$ cat src/rtl/pvq_pkg.sv
package pvq_pkg;
  localparam int PVQ_CH_W = 5;
  localparam int PVQ_PX_W = 3 * PVQ_CH_W;
  localparam int PVQ_ENT_W = PVQ_PX_W + 1;
  localparam int PVQ_DIST_W = 2 * PVQ_CH_W + 2;

  typedef struct packed {
    logic [PVQ_CH_W-1:0] b;
    logic [PVQ_CH_W-1:0] g;
    logic [PVQ_CH_W-1:0] r;
  } pvq_px_t;
endpackage

$ cat src/rtl/pvq_palette.sv
module pvq_palette
  import pvq_pkg::*;
#(
  parameter int NUM_ENT = 16,
  parameter int WORD_W  = 64
) (
  input  logic                       clk,
  input  logic                       rst_n,
  input  logic                       wr_en,
  input  logic [WORD_W-1:0]          wr_data,
  input  logic [$clog2(NUM_ENT)-1:0] rd_idx,
  output pvq_px_t                    rd_px
);
  localparam int EPW    = WORD_W / PVQ_ENT_W;
  localparam int NWORDS = NUM_ENT / EPW;
  localparam int WP_W   = (NWORDS > 1) ? $clog2(NWORDS) : 1;

  pvq_px_t          pal_q [NUM_ENT];
  logic [WP_W-1:0]  wp_q, wp_d;
  logic [EPW-1:0]   spare_bits;
  logic             spare_unused;

  always_comb begin
    wp_d = wp_q;
    if (wr_en) wp_d = (wp_q == WP_W'(NWORDS - 1)) ? '0 : wp_q + 1'b1;
  end

  always_ff @(posedge clk or negedge rst_n) begin
    if (!rst_n) wp_q <= '0;
    else        wp_q <= wp_d;
  end

  for (genvar e = 0; e < NUM_ENT; e++) begin : g_ent
    localparam int WSEL = e / EPW;
    localparam int LANE = e % EPW;
    logic hit;
    assign hit = wr_en && (wp_q == WP_W'(WSEL));
    always_ff @(posedge clk or negedge rst_n) begin
      if (!rst_n)   pal_q[e] <= '0;
      else if (hit) pal_q[e] <= wr_data[LANE*PVQ_ENT_W +: PVQ_PX_W];
    end
  end

  for (genvar j = 0; j < EPW; j++) begin : g_spare
    assign spare_bits[j] = wr_data[j*PVQ_ENT_W + PVQ_PX_W];
  end
  assign spare_unused = ^spare_bits;

  assign rd_px = pal_q[rd_idx];
endmodule

$ cat src/rtl/pvq_search.sv
module pvq_search
  import pvq_pkg::*;
#(
  parameter int NUM_ENT = 16
) (
  input  logic                       clk,
  input  logic                       rst_n,
  input  logic                       pix_valid,
  input  pvq_px_t                    pix_px,
  output logic                       pix_ready,
  output logic [$clog2(NUM_ENT)-1:0] rd_idx,
  input  pvq_px_t                    rd_px,
  output logic                       res_valid,
  output logic [$clog2(NUM_ENT)-1:0] res_idx
);
  localparam int IDX_W = $clog2(NUM_ENT);
  localparam int SQ_W  = 2 * PVQ_CH_W;

  function automatic logic [SQ_W-1:0] sq_diff(input logic [PVQ_CH_W-1:0] a,
                                               input logic [PVQ_CH_W-1:0] b);
    logic [PVQ_CH_W-1:0] d;
    d = (a > b) ? (a - b) : (b - a);
    return {{PVQ_CH_W{1'b0}}, d} * {{PVQ_CH_W{1'b0}}, d};
  endfunction

  logic                  busy_q, busy_d;
  logic [IDX_W-1:0]      k_q, k_d, bidx_q, bidx_d, ridx_q, ridx_d;
  logic [PVQ_DIST_W-1:0] best_q, best_d, cand;
  pvq_px_t               px_q, px_d;
  logic                  rv_q, rv_d, take;

  always_comb begin
    cand = PVQ_DIST_W'(sq_diff(px_q.r, rd_px.r))
         + PVQ_DIST_W'(sq_diff(px_q.g, rd_px.g))
         + PVQ_DIST_W'(sq_diff(px_q.b, rd_px.b));
    take   = cand < best_q;
    busy_d = busy_q;
    k_d    = k_q;
    best_d = best_q;
    bidx_d = bidx_q;
    px_d   = px_q;
    ridx_d = ridx_q;
    rv_d   = 1'b0;
    if (!busy_q) begin
      if (pix_valid) begin
        busy_d = 1'b1;
        k_d    = '0;
        best_d = '1;
        bidx_d = '0;
        px_d   = pix_px;
      end
    end else begin
      if (take) begin
        best_d = cand;
        bidx_d = k_q;
      end
      if (k_q == IDX_W'(NUM_ENT - 1)) begin
        busy_d = 1'b0;
        rv_d   = 1'b1;
        ridx_d = take ? k_q : bidx_q;
      end else begin
        k_d = k_q + 1'b1;
      end
    end
  end

  always_ff @(posedge clk or negedge rst_n) begin
    if (!rst_n) begin
      busy_q <= 1'b0;
      k_q    <= '0;
      best_q <= '1;
      bidx_q <= '0;
      px_q   <= '0;
      ridx_q <= '0;
      rv_q   <= 1'b0;
    end else begin
      busy_q <= busy_d;
      k_q    <= k_d;
      best_q <= best_d;
      bidx_q <= bidx_d;
      px_q   <= px_d;
      ridx_q <= ridx_d;
      rv_q   <= rv_d;
    end
  end

  assign pix_ready = !busy_q;
  assign rd_idx    = k_q;
  assign res_valid = rv_q;
  assign res_idx   = ridx_q;
endmodule

$ cat src/rtl/pvq_pack.sv
module pvq_pack #(
  parameter int IDX_W   = 4,
  parameter int MB_PIX  = 256
) (
  input  logic               clk,
  input  logic               rst_n,
  input  logic               res_valid,
  input  logic [IDX_W-1:0]   res_idx,
  output logic               out_valid,
  output logic [2*IDX_W-1:0] out_byte,
  output logic               out_last
);
  localparam int NBYTES = MB_PIX / 2;
  localparam int BC_W   = (NBYTES > 1) ? $clog2(NBYTES) : 1;

  logic               odd_q, odd_d, ov_q, ov_d, ol_q, ol_d;
  logic [IDX_W-1:0]   lo_q, lo_d;
  logic [2*IDX_W-1:0] ob_q, ob_d;
  logic [BC_W-1:0]    cnt_q, cnt_d;
  logic               at_end;

  always_comb begin
    at_end = (cnt_q == BC_W'(NBYTES - 1));
    odd_d  = odd_q;
    lo_d   = lo_q;
    ob_d   = ob_q;
    cnt_d  = cnt_q;
    ov_d   = 1'b0;
    ol_d   = 1'b0;
    if (res_valid) begin
      if (!odd_q) begin
        lo_d  = res_idx;
        odd_d = 1'b1;
      end else begin
        odd_d = 1'b0;
        ov_d  = 1'b1;
        ob_d  = {res_idx, lo_q};
        ol_d  = at_end;
        cnt_d = at_end ? '0 : cnt_q + 1'b1;
      end
    end
  end

  always_ff @(posedge clk or negedge rst_n) begin
    if (!rst_n) begin
      odd_q <= 1'b0;
      lo_q  <= '0;
      ob_q  <= '0;
      cnt_q <= '0;
      ov_q  <= 1'b0;
      ol_q  <= 1'b0;
    end else begin
      odd_q <= odd_d;
      lo_q  <= lo_d;
      ob_q  <= ob_d;
      cnt_q <= cnt_d;
      ov_q  <= ov_d;
      ol_q  <= ol_d;
    end
  end

  assign out_valid = ov_q;
  assign out_byte  = ob_q;
  assign out_last  = ol_q;
endmodule

$ cat src/rtl/palette_quantizer.sv
module palette_quantizer
  import pvq_pkg::*;
#(
  parameter int NUM_ENT = 16,
  parameter int WORD_W  = 64,
  parameter int MB_ROWS = 16,
  parameter int MB_COLS = 16
) (
  input  logic                           clk,
  input  logic                           rst_n,
  input  logic                           tbl_wr_en,
  input  logic [WORD_W-1:0]              tbl_wr_data,
  input  logic                           pix_valid,
  output logic                           pix_ready,
  input  logic [PVQ_PX_W-1:0]            pix_data,
  output logic                           out_valid,
  output logic [2*$clog2(NUM_ENT)-1:0]   out_byte,
  output logic                           out_last
);
  localparam int IDX_W  = $clog2(NUM_ENT);
  localparam int MB_PIX = MB_ROWS * MB_COLS;

  logic [1:0]       rsync_q;
  logic             rst_int_n;
  logic [IDX_W-1:0] rd_idx, res_idx;
  pvq_px_t          rd_px, px_in;
  logic             res_valid;

  always_ff @(posedge clk or negedge rst_n) begin
    if (!rst_n) rsync_q <= 2'b00;
    else        rsync_q <= {rsync_q[0], 1'b1};
  end
  assign rst_int_n = rsync_q[1];
  assign px_in     = pix_data;

  pvq_palette #(.NUM_ENT(NUM_ENT), .WORD_W(WORD_W)) u_pal (
    .clk(clk), .rst_n(rst_int_n), .wr_en(tbl_wr_en), .wr_data(tbl_wr_data),
    .rd_idx(rd_idx), .rd_px(rd_px)
  );

  pvq_search #(.NUM_ENT(NUM_ENT)) u_search (
    .clk(clk), .rst_n(rst_int_n), .pix_valid(pix_valid), .pix_px(px_in),
    .pix_ready(pix_ready), .rd_idx(rd_idx), .rd_px(rd_px),
    .res_valid(res_valid), .res_idx(res_idx)
  );

  pvq_pack #(.IDX_W(IDX_W), .MB_PIX(MB_PIX)) u_pack (
    .clk(clk), .rst_n(rst_int_n), .res_valid(res_valid), .res_idx(res_idx),
    .out_valid(out_valid), .out_byte(out_byte), .out_last(out_last)
  );
endmodule

$ cat config.mk
export PLATFORM = sky130hd
export DESIGN_NAME = palette_quantizer
export DESIGN_NICKNAME = d
export VERILOG_FILES = /design/src/rtl/pvq_pkg.sv /design/src/rtl/pvq_palette.sv /design/src/rtl/pvq_search.sv /design/src/rtl/pvq_pack.sv /design/src/rtl/palette_quantizer.sv
export SDC_FILE = /design/constraint.sdc
export NUM_CORES = 1
export LEC_CHECK = 0
export BUFFER_PORTS_ARGS = -buffer_cell sky130_fd_sc_hd__buf_4
export CAP_MARGIN = 20
export CORE_MARGIN = 10
export CORE_UTILIZATION = 62
export CTS_CLUSTER_DIAMETER = 30
export CTS_CLUSTER_SIZE = 10
export DETAILED_ROUTE_END_ITERATION = 8
export GPL_TIMING_DRIVEN = 0
export PLACE_DENSITY = 0.81
export SETUP_SLACK_MARGIN = 0.1
export SLEW_MARGIN = 25
export SYNTH_ARGS = -nofsm -noshare
export SYNTH_HDL_FRONTEND = slang
export SYNTH_SLANG_ARGS = --single-unit
export TNS_END_PERCENT = 100
$ cat constraint.sdc
create_clock -name clk -period 10.1 [get_ports clk]
set_input_delay 0.505 -clock clk [delete_from_list [all_inputs] [get_ports clk]]
set_output_delay 0.505 -clock clk [all_outputs]
set_load 0.02 [all_outputs]
Word-level counts from Yosys, hierarchy flattened
Index checks and enable logic that the tools add are counted.
{ "op_classes": {"div_mod_pow": 0, "eq_ne": 7, "mux": 26, "n_bitwise": 3, "n_mul": 3, "n_lt_le_gt_ge": 5, "addsub": 11, "shifts": 0, "n_reduce_logical": 13} }
{ "ops": {"columns": ["op", "count"], "rows": [
  ["$bmux 15 s4", 1],
  ["$mux 12", 3],
  ["$mul 5x5->10", 3],
  ["$mux 15", 2],
  ["$sub 5x5->5", 6],
  ["$mux 4", 5],
  ["$gt 5x5->1", 3],
  ["$mux 5", 3],
  ["$add 12x10->12", 1],
  ["$lt 12x12->1", 1],
  ["$reduce_and 2->1", 6],
  ["$add 10x10->11", 1],
  ["$mux 1", 10],
  ["$add 7x1->7 const B", 1],
  ["$eq 7x7->1 const B", 1],
  ["$mux 7", 1],
  ["$ge 5x5->1 const B", 1],
  ["$not 4->5", 1],
  ["$add 4x1->4 const B", 1],
  ["$eq 2x2->1 const B", 2],
  ["$eq 4x4->1 const B", 1],
  ["$logic_and 1x1->1", 4],
  ["$ne 2x2->1 const B", 2],
  ["$add 2x1->2 const B", 1],
  ["other kinds (6)", 7]
]} }
{ "word_totals": {"out_inout_bits": 11, "register_bits": 307, "mem_bits_ro": 0, "n_memories": 0, "mem_bits_rw": 0, "latchBits": 0} }

Depth between registers and ports, before layout
{ "depth": {"word_depth": 12, "mapped_depth": 46, "depth_no_buf": 43} }

By module
From an unflattened synthesis, not the netlist that was laid out.
{ "hier_totals": {"hier_cells": 1260, "hier_area_um2": 16633.5} }
{ "modules_own_cells": {"columns": ["mod", "seq_area_each_um2", "n_inst", "cells_each", "area_each_um2"], "rows": [
  ["pvq_palette", 6055.8, 1, 650, 10805.4],
  ["pvq_search", 1041.0, 1, 541, 4890.9],
  ["pvq_pack", 550.5, 1, 66, 883.3],
  ["palette_quantizer", 50.0, 1, 3, 53.8]
]} }

Worst setup path after synthesis
No wires, ideal clock.
{ "synth_timing": {"path_kind": "flip-flop to flip-flop", "startpoint": "register u_search.k_q[0] (netlist: u_search.rd_idx[0])", "endpoint": "register u_search.bidx_q[0]", "required_ns": 9.967, "path_buffers": 5, "path_slack_ns": -0.323, "setup_ns": 0.133, "stages_incl_launch_ff": 41, "arrival_ns": 10.291, "path_cell_list": "dfrtp_1 > buf_6 > buf_6 > mux4_2 > mux4_2 > ha_1 > buf_6 > o21ai_1 > a21oi_1 > o31a_1 > buf_6 > mux2i_1 > xnor2_2 > nand2b_1 > fa_1 > inv_1 > fa_1 > inv_1 > [5 not listed] > xor2_1 > fa_1 > fa_1 > fa_1 > inv_1 > ha_1 > nor2b_1 > o21a_1 > o2111ai_1 > mux2i_1 > or2_2 > ha_1 > and4_1 > a221oi_1 > o211ai_1 > clkbuf_1 > nand3b_1 > o21ai_0"} }
{ "synth_via": {"elab_chain_len": 12, "elab_cells_between_ends": 24, "cone_classes": "8 x add/sub; 3 x mul; 4 x order compare; 8 x mux; 1 x bitwise"} }
{ "synth_lines": {"columns": ["element", "line_no", "rtl"], "rows": [
  ["start: declaration", "pvq_search.sv:27", "logic [IDX_W-1:0] k_q, k_d, bidx_q, bidx_d, ridx_q, ridx_d;"],
  ["start signal: assignment", "pvq_search.sv:78", "k_q <= k_d;"],
  ["$not 4->5 (not written as such)", "pvq_palette.sv:49", "assign rd_px = pal_q[rd_idx];"],
  ["$bmux 15 s4", "pvq_palette.sv:49", null],
  ["$mux 15 (not written as such) (2 in series)", "pvq_palette.sv:49", null],
  ["$sub 5x5->5 or $gt 5x5->1 (tied branches)", "pvq_search.sv:22", "d = (a > b) ? (a - b) : (b - a);"],
  ["$mux 5", "pvq_search.sv:22", null],
  ["$mul 5x5->10", "pvq_search.sv:23", "return {{PVQ_CH_W{1'b0}}, d} * {{PVQ_CH_W{1'b0}}, d};"],
  ["$add 10x10->11", "pvq_search.sv:34", "+ PVQ_DIST_W'(sq_diff(px_q.g, rd_px.g))"],
  ["$add 12x10->12", "pvq_search.sv:35", "+ PVQ_DIST_W'(sq_diff(px_q.b, rd_px.b));"],
  ["$lt 12x12->1", "pvq_search.sv:36", "take = cand < best_q;"],
  ["$mux 4 *", "pvq_search.sv:53", "if (take) begin"],
  ["$mux 4 *", "pvq_search.sv:44", "if (!busy_q) begin"],
  ["end signal: assignment", "pvq_search.sv:80", "bidx_q <= bidx_d;"],
  ["end: declaration", "pvq_search.sv:27", null]
]} }
Mark *: on every way between the ends. The rest lies on a longest branch, timed or not. The select of a mux whose other input is x is not followed.
A chain may end at the register's enable or synchronous reset.

Worst setup path after layout
{ "layout_timing": {"startpoint": "register u_search.k_q[0] (netlist: u_search.rd_idx[0])", "endpoint": "register u_search.best_q[11]"} }
{ "layout_via": {"elab_chain_len": 12, "elab_cells_between_ends": 26, "cone_classes": "8 x add/sub; 3 x mul; 4 x order compare; 1 x eq/ne; 8 x mux; 1 x bitwise; 1 x reduce/logical"} }
{ "layout_lines": {"columns": ["element", "line_no", "rtl"], "rows": [
  ["$not 4->5 (not written as such) *", "pvq_palette.sv:49", null],
  ["$bmux 15 s4 *", "pvq_palette.sv:49", null],
  ["$mux 15 (not written as such) * (2 in series)", "pvq_palette.sv:49", null],
  ["$sub 5x5->5 or $gt 5x5->1 (tied branches)", "pvq_search.sv:22", null],
  ["$mux 5", "pvq_search.sv:22", null],
  ["$mul 5x5->10", "pvq_search.sv:23", null],
  ["$add 10x10->11", "pvq_search.sv:34", null],
  ["$add 12x10->12 *", "pvq_search.sv:35", null],
  ["$lt 12x12->1", "pvq_search.sv:36", null],
  ["$ne 2x2->1 (no line)", null, null],
  ["$reduce_and 2->1 (no line)", null, null],
  ["end signal: assignment", "pvq_search.sv:79", "best_q <= best_d;"],
  ["end: declaration", "pvq_search.sv:28", "logic [PVQ_DIST_W-1:0] best_q, best_d, cand;"]
]} }
Marked as above.

==> run summary <==
status: finished, violations left
failing checks: negative setup slack
Core ar.: 26800 um^2
IO Pins: 94
Clock Pin Slew Worst Setup and Hold Paths: 0.05 ns
Top FF cell, synth: dfrtp_1
Final HPWL DP: 28500 um
Yosys cell types: 61
Hold Crit Start: pix_data[0]
RSZ-0062 raised after global routing: true
crit start category: register
Clock Sinks: 307
Crit path top cell by count: fa_1
Crit path required time: 10.58 ns
max-slew violation count: 0
Slew HR: 0.219
DR WL/cell: 26.2 um
setup violators final: 20
r2r endpoint: u_search.best_q[11]$_DFFE_PN1P_
share of cells above drive strength 1: 0.459
crit path kind: reg2reg
clock skew: 0.0307 ns
Post-Syn Area per Cell: 13.1 um^2
Mapped Area: 16800 um^2
met1 WL: 18000 um
total track usage: 0.290
Slowest cell on crit path: fa_1
reg-to-reg startpoint: u_search.rd_idx[0]$_DFFE_PN0P_
setup ws final: -0.661 ns
Vias per Instance: 6.34
R2R Setup Slk: -0.66 ns
CTS tree: built
crit-path max FO: 7
Yosys warning count: 0
clk_lat worst skew: 0.58 ns
CTS Buffer Depth: 3
Vert. Die Dim: 185 um
# H-tree levels: 2
hold path depth: 3
vias in the first global route: 13300
Critical Path AT: 11.24 ns
Syn Inst Count: 1280
Area contributors post-synth: dfrtp_1 44%, mux2_2 17%, mux4_2 10%
initial antenna violation count: 0
post-synthesis sequential area ratio: 0.458
Antenna Cells: 0
min Tclk post-route: 10.76 ns
# rows: 60
CTS Buf Count: 59
die area: 34100 um^2
met2 WL: 24600 um
Final Hold Vio Count: 0
largest net degree at the start of global routing: 53
CP max stage delay: 0.56 ns
WL final: 49300 um
Layout Nets: 1706
Root Buffer: clkbuf_16
Residual DRC: 0
routability congestion estimate: 0.828
Mapped Nets: 1493
count of buffers from port buffering: 88
Synth top area share: 0.439
Final period util: 1.07
dpl ws: -1.28 ns
DR pass1 iterations: 8
first-pass GRT wire length: 75500 um
Inst Count DP: 1715
Crit. End Element: register
grt ovf: 0
Hold WC Path Type: in2reg
Vias: 11900
FF+latch count, synth: 307
met3 WL: 3450 um
Worst Reg-to-Reg Cells: 40
Highest Clock Rate: 92.9 MHz
Die W: 185 um
Min-Delay Endpoint: u_search.px_q[0]$_DFFE_PN0P_
Post-synth EDFFs: 0
Synth-to-Final Area Change: 26.7%
Highest Signal Layer: met4
Max-Cap Viols: 0
ys async rst share: 1.00
post-route ant nets: 0
most area-hungry cell type in the Yosys netlist: dfrtp_1
initial core utilization: 0.628
most common cell after layout, fill and taps aside: dfrtp_1
Iter 0 DRT Violations: 1039
worst slew pin tran: 1.17 ns
commonest non-fill, non-tap cells in the layout: 293 x dfrtp_1, 247 x mux2_2, 140 x buf_4
final non-filler cell total: 1884
-- routing by layer --
metal | GRT usage | up-vias
li1 | - | 4949
met1 | 0.336 | 6081
met2 | 0.493 | 667
met3 | 0.0640 | 247
met4 | 0.161 | 0
met5 | 0 | -
-- state kept, by name, indices dropped and copies added, names as in the netlist --
name / count
u_pack.out_byte: 8
u_search.rd_idx: 4
u_pack.odd_q: 1
rsync_q: 2
u_pack.lo_q: 4
u_search.px_q: 15
u_search.bidx_q: 4
u_search.res_valid: 1
u_search.busy_q: 1
u_pack.cnt_q: 7
u_search.best_q: 12
u_pal.wp_q: 2
u_pack.out_last: 1
u_pack.out_valid: 1
u_search.res_idx: 4
u_pal.pal_q: 240
-- synth_stat cells (2+ instances only) --
library cell  instances
dfrtp_1             295
mux2_2              247
inv_1               104
ha_1                 92
mux4_2               75
nand2_1              67
nor2_1               57
fa_1                 38
a21oi_1              35
o21ai_0              35
buf_1                27
clkbuf_1             19
xnor2_1              18
a21o_1               17
inv_2                14
mux2i_1              13
nand2b_1             13
dfstp_2              12
nand4_1              10
buf_6                 8
nor2b_1               8
xor2_1                7
o21a_1                6
nand3_1               5
nor3_1                5
o21bai_1              5
buf_2                 3
nand3b_1              3
o211ai_1              3
o31a_1                3
a21boi_0              2
and4_1                2
o22a_1                2
or2_2                 2
xnor2_2               2
-- repair_timing --
action | 4_1_cts | 5_1_grt
pin swaps | 26 | 28
hold buffers | 1 | 0
buffers inserted | 42 | 12
setup endpoints to repair | 20 | 20
resized for setup | 70 | 46
endpoints found under the hold margin | 2 | 0
gates cloned | 4 | 0
-- final cells by class --
type	count	area (um^2)
clock buffer	81	1680
multi-input combinational	797	8850
buffer	58	448
tap	341	427
sequential	307	7700
timing repair buffer	152	1340
fill	1372	5490
inverter	118	450
clock inverter	30	408
-- critical path, delay by kind of cell (launching register included) --
kind            cells  cell delay (ns)
compound gates      7             1.45
xor+xnor            2             0.24
fa+ha+maj          12             5.11
buf+inv             9             1.11
flops               1             0.43
mux                 4             1.36
simple gates        6             0.97
-- metrics by stage --
stage | utilization | instance area, um^2 | hold slack (ns) | setup TNS, ns
2_1_floorplan | - | 17000 | 0.209 | -0.0107
3_3_place_gp | 0.676 | 18100 | 0.288 | -662.19
3_5_place_dp | 0.681 | 18300 | 0.288 | -24.00
4_1_cts | 0.785 | 21000 | 0.152 | -7.73
5_1_grt | 0.795 | 21300 | 0.178 | -18.10
6_report | 0.795 | 21300 | 0.167 | -11.86
-- how the worst max path moves through the flow --
stage                                               from                               to  slack [ns]  depth (start not counted)
after global routing      u_search.rd_idx[0]$_DFFE_PN0P_  u_search.best_q[11]$_DFFE_PN1P_       -0.99                         39
after floorplan           u_search.rd_idx[0]$_DFFE_PN0P_  u_search.res_idx[1]$_DFFE_PN0P_      -0.009                         38
final                     u_search.rd_idx[0]$_DFFE_PN0P_  u_search.best_q[11]$_DFFE_PN1P_       -0.66                         40
after CTS                 u_search.rd_idx[0]$_DFFE_PN0P_   u_search.best_q[8]$_DFFE_PN1P_       -0.45                         39
after detailed placement  u_search.rd_idx[1]$_DFFE_PN0P_   u_search.bidx_q[3]$_DFFE_PN0P_       -1.28                         37
after global placement              rsync_q[1]$_DFF_PN0_     u_search.px_q[1]$_DFFE_PN0P_       -2.21                          0
-- cells by family after synthesis --
kind of cell,synth area share
mux,0.276
other cells,0.000223
fa+ha+maj,0.114
xor+xnor,0.0159
compound gates,0.0449
flops,0.458
simple gates,0.0488
buf+inv,0.0433
Power is left out: the tool's default activity adds up to more than one toggle a clock period on the data nets, which glitch-free logic cannot reach.
